### src/rtl/dh_satadd_pkg.sv
package dh_satadd_pkg;

  localparam int unsigned DH_LANE_W = 16;
  localparam int unsigned DH_LANES  = 2;

  typedef struct packed {
    logic                 sat;
    logic [DH_LANE_W-1:0] val;
  } dh_lane_res_t;

  // Signed add with one guard bit, then clamp to the lane range.
  function automatic dh_lane_res_t dh_sat_add(input logic [DH_LANE_W-1:0] a,
                                              input logic [DH_LANE_W-1:0] b);
    logic [DH_LANE_W:0] wide;
    dh_lane_res_t       r;
    wide = {a[DH_LANE_W-1], a} + {b[DH_LANE_W-1], b};
    r.sat = wide[DH_LANE_W] ^ wide[DH_LANE_W-1];
    if (!r.sat)
      r.val = wide[DH_LANE_W-1:0];
    else if (wide[DH_LANE_W])
      r.val = {1'b1, {(DH_LANE_W-1){1'b0}}};
    else
      r.val = {1'b0, {(DH_LANE_W-1){1'b1}}};
    return r;
  endfunction

endpackage

### src/rtl/dh_satadd_lane.sv
module dh_satadd_lane
  import dh_satadd_pkg::*;
(
  input  logic [DH_LANE_W-1:0] a_i,
  input  logic [DH_LANE_W-1:0] b_i,
  output logic [DH_LANE_W-1:0] sum_o,
  output logic                 sat_o
);

  dh_lane_res_t res;

  always_comb begin
    res   = dh_sat_add(a_i, b_i);
    sum_o = res.val;
    sat_o = res.sat;
  end

  // a clamped lane always reports one of the two range limits.
  always_comb begin
    if (sat_o) begin
      a_r7_sat_at_limit: assert (sum_o[DH_LANE_W-2:0] == {(DH_LANE_W-1){~sum_o[DH_LANE_W-1]}});
    end
  end

endmodule

### src/rtl/dh_satadd_outreg.sv
module dh_satadd_outreg #(
  parameter int unsigned DATA_W = 32,
  parameter int unsigned FLAG_W = 2
) (
  input  logic              clk,
  input  logic              rst_n,
  input  logic              load_i,
  input  logic [DATA_W-1:0] data_i,
  input  logic [FLAG_W-1:0] flag_i,
  output logic              vld_o,
  output logic [DATA_W-1:0] data_o,
  output logic [FLAG_W-1:0] flag_o
);

  always_ff @(posedge clk) begin
    if (!rst_n) begin
      vld_o  <= 1'b0;
      data_o <= '0;
      flag_o <= '0;
    end else begin
      vld_o <= load_i;
      if (load_i) begin
        data_o <= data_i;
        flag_o <= flag_i;
      end
    end
  end

  a_r2_valid_follows: assert property (@(posedge clk) disable iff (!rst_n)
    load_i |=> vld_o);
  a_r2_valid_drops: assert property (@(posedge clk) disable iff (!rst_n)
    !load_i |=> !vld_o);
  a_r8_hold_when_idle: assert property (@(posedge clk) disable iff (!rst_n)
    !load_i |=> ($stable(data_o) && $stable(flag_o)));

endmodule

### src/rtl/dh_satadd_top.sv
module dh_satadd_top
  import dh_satadd_pkg::*;
#(
  parameter int unsigned LANE_W = DH_LANE_W,
  parameter int unsigned LANES  = DH_LANES
) (
  input  logic                    clk,
  input  logic                    rst_n,
  input  logic                    in_valid,
  input  logic [LANE_W*LANES-1:0] op_a,
  input  logic [LANE_W*LANES-1:0] op_b,
  output logic                    out_valid,
  output logic [LANE_W*LANES-1:0] result,
  output logic [LANES-1:0]        lane_sat
);

  localparam int unsigned WORD_W = LANE_W * LANES;

  logic [WORD_W-1:0] lane_sum_w;
  logic [LANES-1:0]  lane_sat_w;

  for (genvar g = 0; g < LANES; g++) begin : g_lane
    dh_satadd_lane u_lane (
      .a_i   (op_a[g*LANE_W +: LANE_W]),
      .b_i   (op_b[g*LANE_W +: LANE_W]),
      .sum_o (lane_sum_w[g*LANE_W +: LANE_W]),
      .sat_o (lane_sat_w[g])
    );

    // at the ports: a flagged lane sits at one of the two limits.
    a_r7_flag_means_limit: assert property (@(posedge clk) disable iff (!rst_n)
      lane_sat[g] |-> (result[g*LANE_W +: LANE_W] == {1'b0, {(LANE_W-1){1'b1}}} ||
                       result[g*LANE_W +: LANE_W] == {1'b1, {(LANE_W-1){1'b0}}}));
  end

  dh_satadd_outreg #(
    .DATA_W (WORD_W),
    .FLAG_W (LANES)
  ) u_outreg (
    .clk    (clk),
    .rst_n  (rst_n),
    .load_i (in_valid),
    .data_i (lane_sum_w),
    .flag_i (lane_sat_w),
    .vld_o  (out_valid),
    .data_o (result),
    .flag_o (lane_sat)
  );

  // an operation that clamps no lane leaves no indication behind.
  a_r9_not_sticky: assert property (@(posedge clk) disable iff (!rst_n)
    (in_valid && lane_sat_w == '0) |=> (lane_sat == '0));

endmodule

### config.mk
export PLATFORM = sky130hd
export DESIGN_NAME = dh_satadd_top
export DESIGN_NICKNAME = d
export VERILOG_FILES = /design/src/rtl/dh_satadd_pkg.sv /design/src/rtl/dh_satadd_lane.sv /design/src/rtl/dh_satadd_outreg.sv /design/src/rtl/dh_satadd_top.sv
export SDC_FILE = /design/constraint.sdc
export NUM_CORES = 1
export LEC_CHECK = 0
export ABC_AREA = 1
export BUFFER_PORTS_ARGS = -buffer_cell sky130_fd_sc_hd__clkbuf_2
export CORE_UTILIZATION = 30
export CTS_BUF_LIST = sky130_fd_sc_hd__clkbuf_8
export DETAILED_ROUTE_END_ITERATION = 8
export HOLD_SLACK_MARGIN = 0.02
export SYNTH_ARGS = -nofsm -noshare
export SYNTH_HDL_FRONTEND = slang
export SYNTH_HIERARCHICAL = 1
export SYNTH_SLANG_ARGS = --single-unit
### constraint.sdc
create_clock -name clk -period 3.05 [get_ports clk]
set_input_delay 0.61 -clock clk [delete_from_list [all_inputs] [get_ports clk]]
set_output_delay 0.61 -clock clk [all_outputs]
set_load 0.02 [all_outputs]
### Yosys cells after proc, flatten, opt, wreduce, memory -nomap -nowiden

Index checks and enable logic that the tools add are counted.

* bits in registers: 35
* latch bits: 0
* bits in writable memories: 0
* bits in read-only memories: 0
* input port bits: 67
* word-level logic and storage cells: 11
* memories kept: 0

* $add $sub $neg: 2
* $mul: 0
* div/mod/pow operators: 0
* order comparisons: 0
* equality and inequality tests: 0
* shifts and indexed selects: 0
* mux-type cells: 4
* bitwise operators: 2
* reductions and logical operators: 0

Operators with widths (count)
* 16-bit 2-to-1 mux: 4
* 16-bit by 16-bit adder with 17-bit output: 2
* 1-bit XOR: 2

### Longest topological paths before layout

* depth after elaboration: 3
* gate-level depth with buffers: 18

### By module

Netlist, hierarchy kept.

Modules (own cells, without submodules)
* dh_satadd_outreg: instances 1, cells an instance 219, area each 1425.1 um^2
* dh_satadd_lane at g_lane[1].u_lane: instances 1, cells an instance 194, area each 1159.9 um^2
* dh_satadd_lane at g_lane[0].u_lane: instances 1, cells an instance 194, area each 1153.6 um^2

### Worst setup path after synthesis

Ideal clock, no wire load.

* kind: input to register
* start: input port op_a[16]
* end: register u_outreg.data_o[28]
* library setup time: 113 ps
* data arrival time: 2253 ps
* required time: 2937 ps
* setup slack: 684 ps
* cell stages on the path: 17
* cell sequence: ha_1 -> fa_1 -> nand2_1 -> nand2_1 -> nand3_1 -> nand2_2 -> nand2_2 -> nand3_2 -> nand2_4 -> nand2_4 -> buf_12 -> nand2_2 -> nand2_2 -> inv_1 -> nand2_1 -> nand2_1 -> nor2_1

* longest elaborated chain between the ends: 3
* elaborated cells on any way between the ends: 4

RTL lines
* start, declared: line dh_satadd_top.sv:10 `input logic [LANE_W*LANES-1:0] op_a,`
* 16-bit by 16-bit adder with 17-bit output *: line dh_satadd_pkg.sv:16 `wide = {a[DH_LANE_W-1], a} + {b[DH_LANE_W-1], b};`
* 16-bit 2-to-1 mux / 1-bit XOR (equally long branches): line dh_satadd_pkg.sv:20, dh_satadd_pkg.sv:17
* 16-bit 2-to-1 mux *: line dh_satadd_pkg.sv:18 `if (!r.sat)`
* via lane_sum_w[28]: line dh_satadd_top.sv:19 `logic [WORD_W-1:0] lane_sum_w;`
* end signal, assigned: line dh_satadd_outreg.sv:23 `data_o <= data_i;`
* end, declared: line dh_satadd_outreg.sv:11 `output logic [DATA_W-1:0] data_o,`

The timed path passes the listed nets; every way through them passes the cells marked *.
A chain may end at the register's enable or synchronous reset.

### Final worst setup path

* start: input port op_a[0]
* end: register u_outreg.data_o[2]

The elaborated chain is that of the path after synthesis.

==> run_results.csv <==
group,metric,value,unit
min_path,hp-class,"reg2reg",
clock_tree,clock_path_buffers,2,
floorplan,start_util,31.0,%
pwr,switching_share,41.7,%
clock_tree,cts_root_buffer,"clkbuf_8",
floorplan,die_w,114,µm
logic_synthesis,syn_area_per_cell,6.16,µm²
cells_and_area,drive_gt1_share,28.1,%
detailed_routing,dr.pass1.iters,4,
pwr,pwr-share-seq,30.1,%
clock_tree,htreeDepth,2,
sta,min_period_over_period,77.2,%
pwr,p_sw,0.755,mW
pwr,ir_worst_vdd,0.159,mV
cells_and_area,n_antenna_cell,0,
placement,dp_hpwl,6530,µm
pwr,p_int,1.05,mW
sta,finalSetupViolCount,0,
run_status,status,"finished clean",
logic_synthesis,ys_seq_area_share,18.7,%
detailed_routing,vias,3574,
logic_synthesis,syn-num-nets,708,
clock_tree,clkTransAtPathRegs,0.07,ns
sta,slew_violations,0,
detailed_routing,drt_drc_violations_left,0,
cells_and_area,syn_to_final_growth,18.5,%
logic_synthesis,netlist_area,0.00374,mm²
sta,skew,0,ns
clock_tree,cts_buffers,5,
pwr,powerDensity,408,mW/mm²
detailed_routing,ant_nets,0,
pwr,clock_power_share,20.2,%
critical_path,crit_path_max_fanout,16,
detailed_routing,drt_iter0_drc,119,
sta,fmax,425,MHz
sta,whs,0.469,ns
floorplan,ios,102,
clock_tree,cts_setup_buffers,0,
pwr,p_comb_share,49.7,%
flow_run,drv_cap,0,
placement,place_congestion,0.843,
grt,grt_max_degree,70,
sta,slew_headroom,52.8,%
floorplan,core_region_area,0.0121,mm²
logic_synthesis,ys_seq_elements,35,
clock_tree,insertion_delay,0.28,ns
detailed_routing,drt-total-wl,7830,µm
floorplan,fp.dieArea,0.0129,mm²
grt,grt_pass1_wl,13800,µm
sta,tightest_slew,0.708,ns
critical_path,startpoint_type,"input pin",
pwr,p_total,1.81,mW
logic_synthesis,synthDistinctLibCells,28,
clock_tree,clkSinkCount,35,
grt,gr-total-overflow,0,
logic_synthesis,synthCells,607,
critical_path,worstPathRequired,3.27,ns
clock_tree,cts_resized,0,
critical_path,worst-setup-path-type,"in2reg",
sta,rsz0062_at_grt,"false",
detailed_routing,wl_per_cell,9.00,µm
grt,antenna_found_initial,0,
placement,numPortBuffers,101,
floorplan,dieHeight,114,µm
sta,setup-tns-final,0,ns
detailed_routing,vias_per_cell,4.11,
grt,track_usage,12.9,%
critical_path,cp.arrival,2.58,ns
cells_and_area,fin_nets,802,
grt,grt_pass1_vias,3171,
clock_tree,cts_hold_buf,0,
sta,hold_viol,0,
floorplan,num_rows,40,
critical_path,critPathCaptureType,"flip-flop",
clock_tree,tritoncts,"built",
pwr,leakage,2.67,nW
sta,finalCriticalPeriod,2.35,ns
logic_synthesis,yosysWarnings,6,
==> registers in the layout, summed over array words and instances (netlist names) <==
name and count:
u_outreg/flag_o 2, u_outreg/data_o 32, u_outreg/vld_o 1
==> critical path, stage by stage <==
cell	delay (ns)
clkbuf_2	0.08
ha_1	0.21
fa_1	0.38
nand2_1	0.10
nand2_1	0.08
nand3_1	0.10
nand2_2	0.09
nand2_2	0.08
nand2_1	0.06
nand2_2	0.09
nand2_4	0.06
nand2_4	0.20
nand3_1	0.10
nand2_1	0.07
inv_1	0.04
nand2_1	0.05
nand2_1	0.06
nor2_1	0.10
==> Yosys cell counts (all sizes together) <==
master / n / area share, %
inv: 85 / 8.5
nor2: 92 / 9.2
nand3: 18 / 2.8
xnor2: 4 / 0.94
nand4: 6 / 1.6
ha: 32 / 11
buf: 16 / 3.8
nand3b: 4 / 0.80
xor2: 16 / 3.7
a21oi: 24 / 3.9
nor3: 8 / 1.8
or2: 2 / 0.33
and2: 4 / 0.67
dfxtp: 35 / 19
fa: 2 / 1.1
nand2: 255 / 31
o21bai: 4 / 0.80
==> routing by layer <==
layer / share of wire [%] / global-route usage [%] / wire length (µm) / vias up
li1: - / - / - / 2024
met1: 51 / 16.9 / 3960 / 1485
met2: 45 / 22.1 / 3490 / 59
met3: 4.0 / 2.18 / 314 / 6
met4: 0.83 / 2.63 / 65 / 0
met5: 0 / 0 / 0 / -
==> cell type report <==
class / count / area [µm²]
sequential: 35 / 701
clock buffer: 7 / 96.3
clock inverter: 1 / 7.51
multi-input combinational: 471 / 2580
fill: 1348 / 7630
timing repair buffer: 103 / 520
inverter: 85 / 319
tap: 168 / 210
==> path summary, 6_finish.rpt <==
kind                        from                  end  slack, ns  cells after the start
max                      op_a[0]   u_outreg/data_o[2]       0.70                     18
max reg2reg  u_outreg/data_o[21]  u_outreg/data_o[21]       2.43                      2
min reg2reg  u_outreg/data_o[25]  u_outreg/data_o[25]       0.47                      2
min          u_outreg/data_o[25]  u_outreg/data_o[25]       0.47                      2
==> cells in the final DEF, fill, tap and decap left out, drive strengths merged, types with 4 or more instances in the layout <==
cell and instances:
nand3 18, dfxtp 35, xnor2 4, xor2 16
nand2 255, o21bai 4, inv 85, nor3 8
nand3b 4, and2 4, nand4 6, nor2 92
clkbuf 108, a21oi 24, ha 32
==> logic make-up after synthesis <==
family / count (synthesis) / synth area share, %
DFF: 35 / 18.7
buffers and inverters: 101 / 12.3
and+or+nand+nor: 389 / 47.8
xor gates and xnor gates: 20 / 4.69
AOI/OAI and AO/OA: 28 / 4.72
adders and majority gates: 34 / 11.8
==> power groups by stage <==
stage | Clock (mW) | Combinational, mW | Sequential [mW]
6_report | 0.366 | 0.899 | 0.545
5_1_grt | 0.403 | 1.04 | 0.550
4_1_cts | 0.385 | 0.913 | 0.546
3_5_place_dp | 0 | 0.910 | 0.555
3_3_place_gp | 0 | 0.906 | 0.556
2_1_floorplan | 0 | 0.668 | 0.611
==> through the flow <==
stage / setup slack [ns] / std cells / instance area (µm²) / utilization, %
final: 0.695 / 870 / 4430 / 36.7
after CTS: 0.682 / 870 / 4430 / 36.7
after floorplan: 0.684 / 607 / 3740 / -
after detailed placement: 0.378 / 862 / 4330 / 35.9
after global routing: 0.443 / 870 / 4430 / 36.7
after global placement: 0.411 / 862 / 4330 / 35.9
No activity file was read; power rests on OpenSTA's default activity.
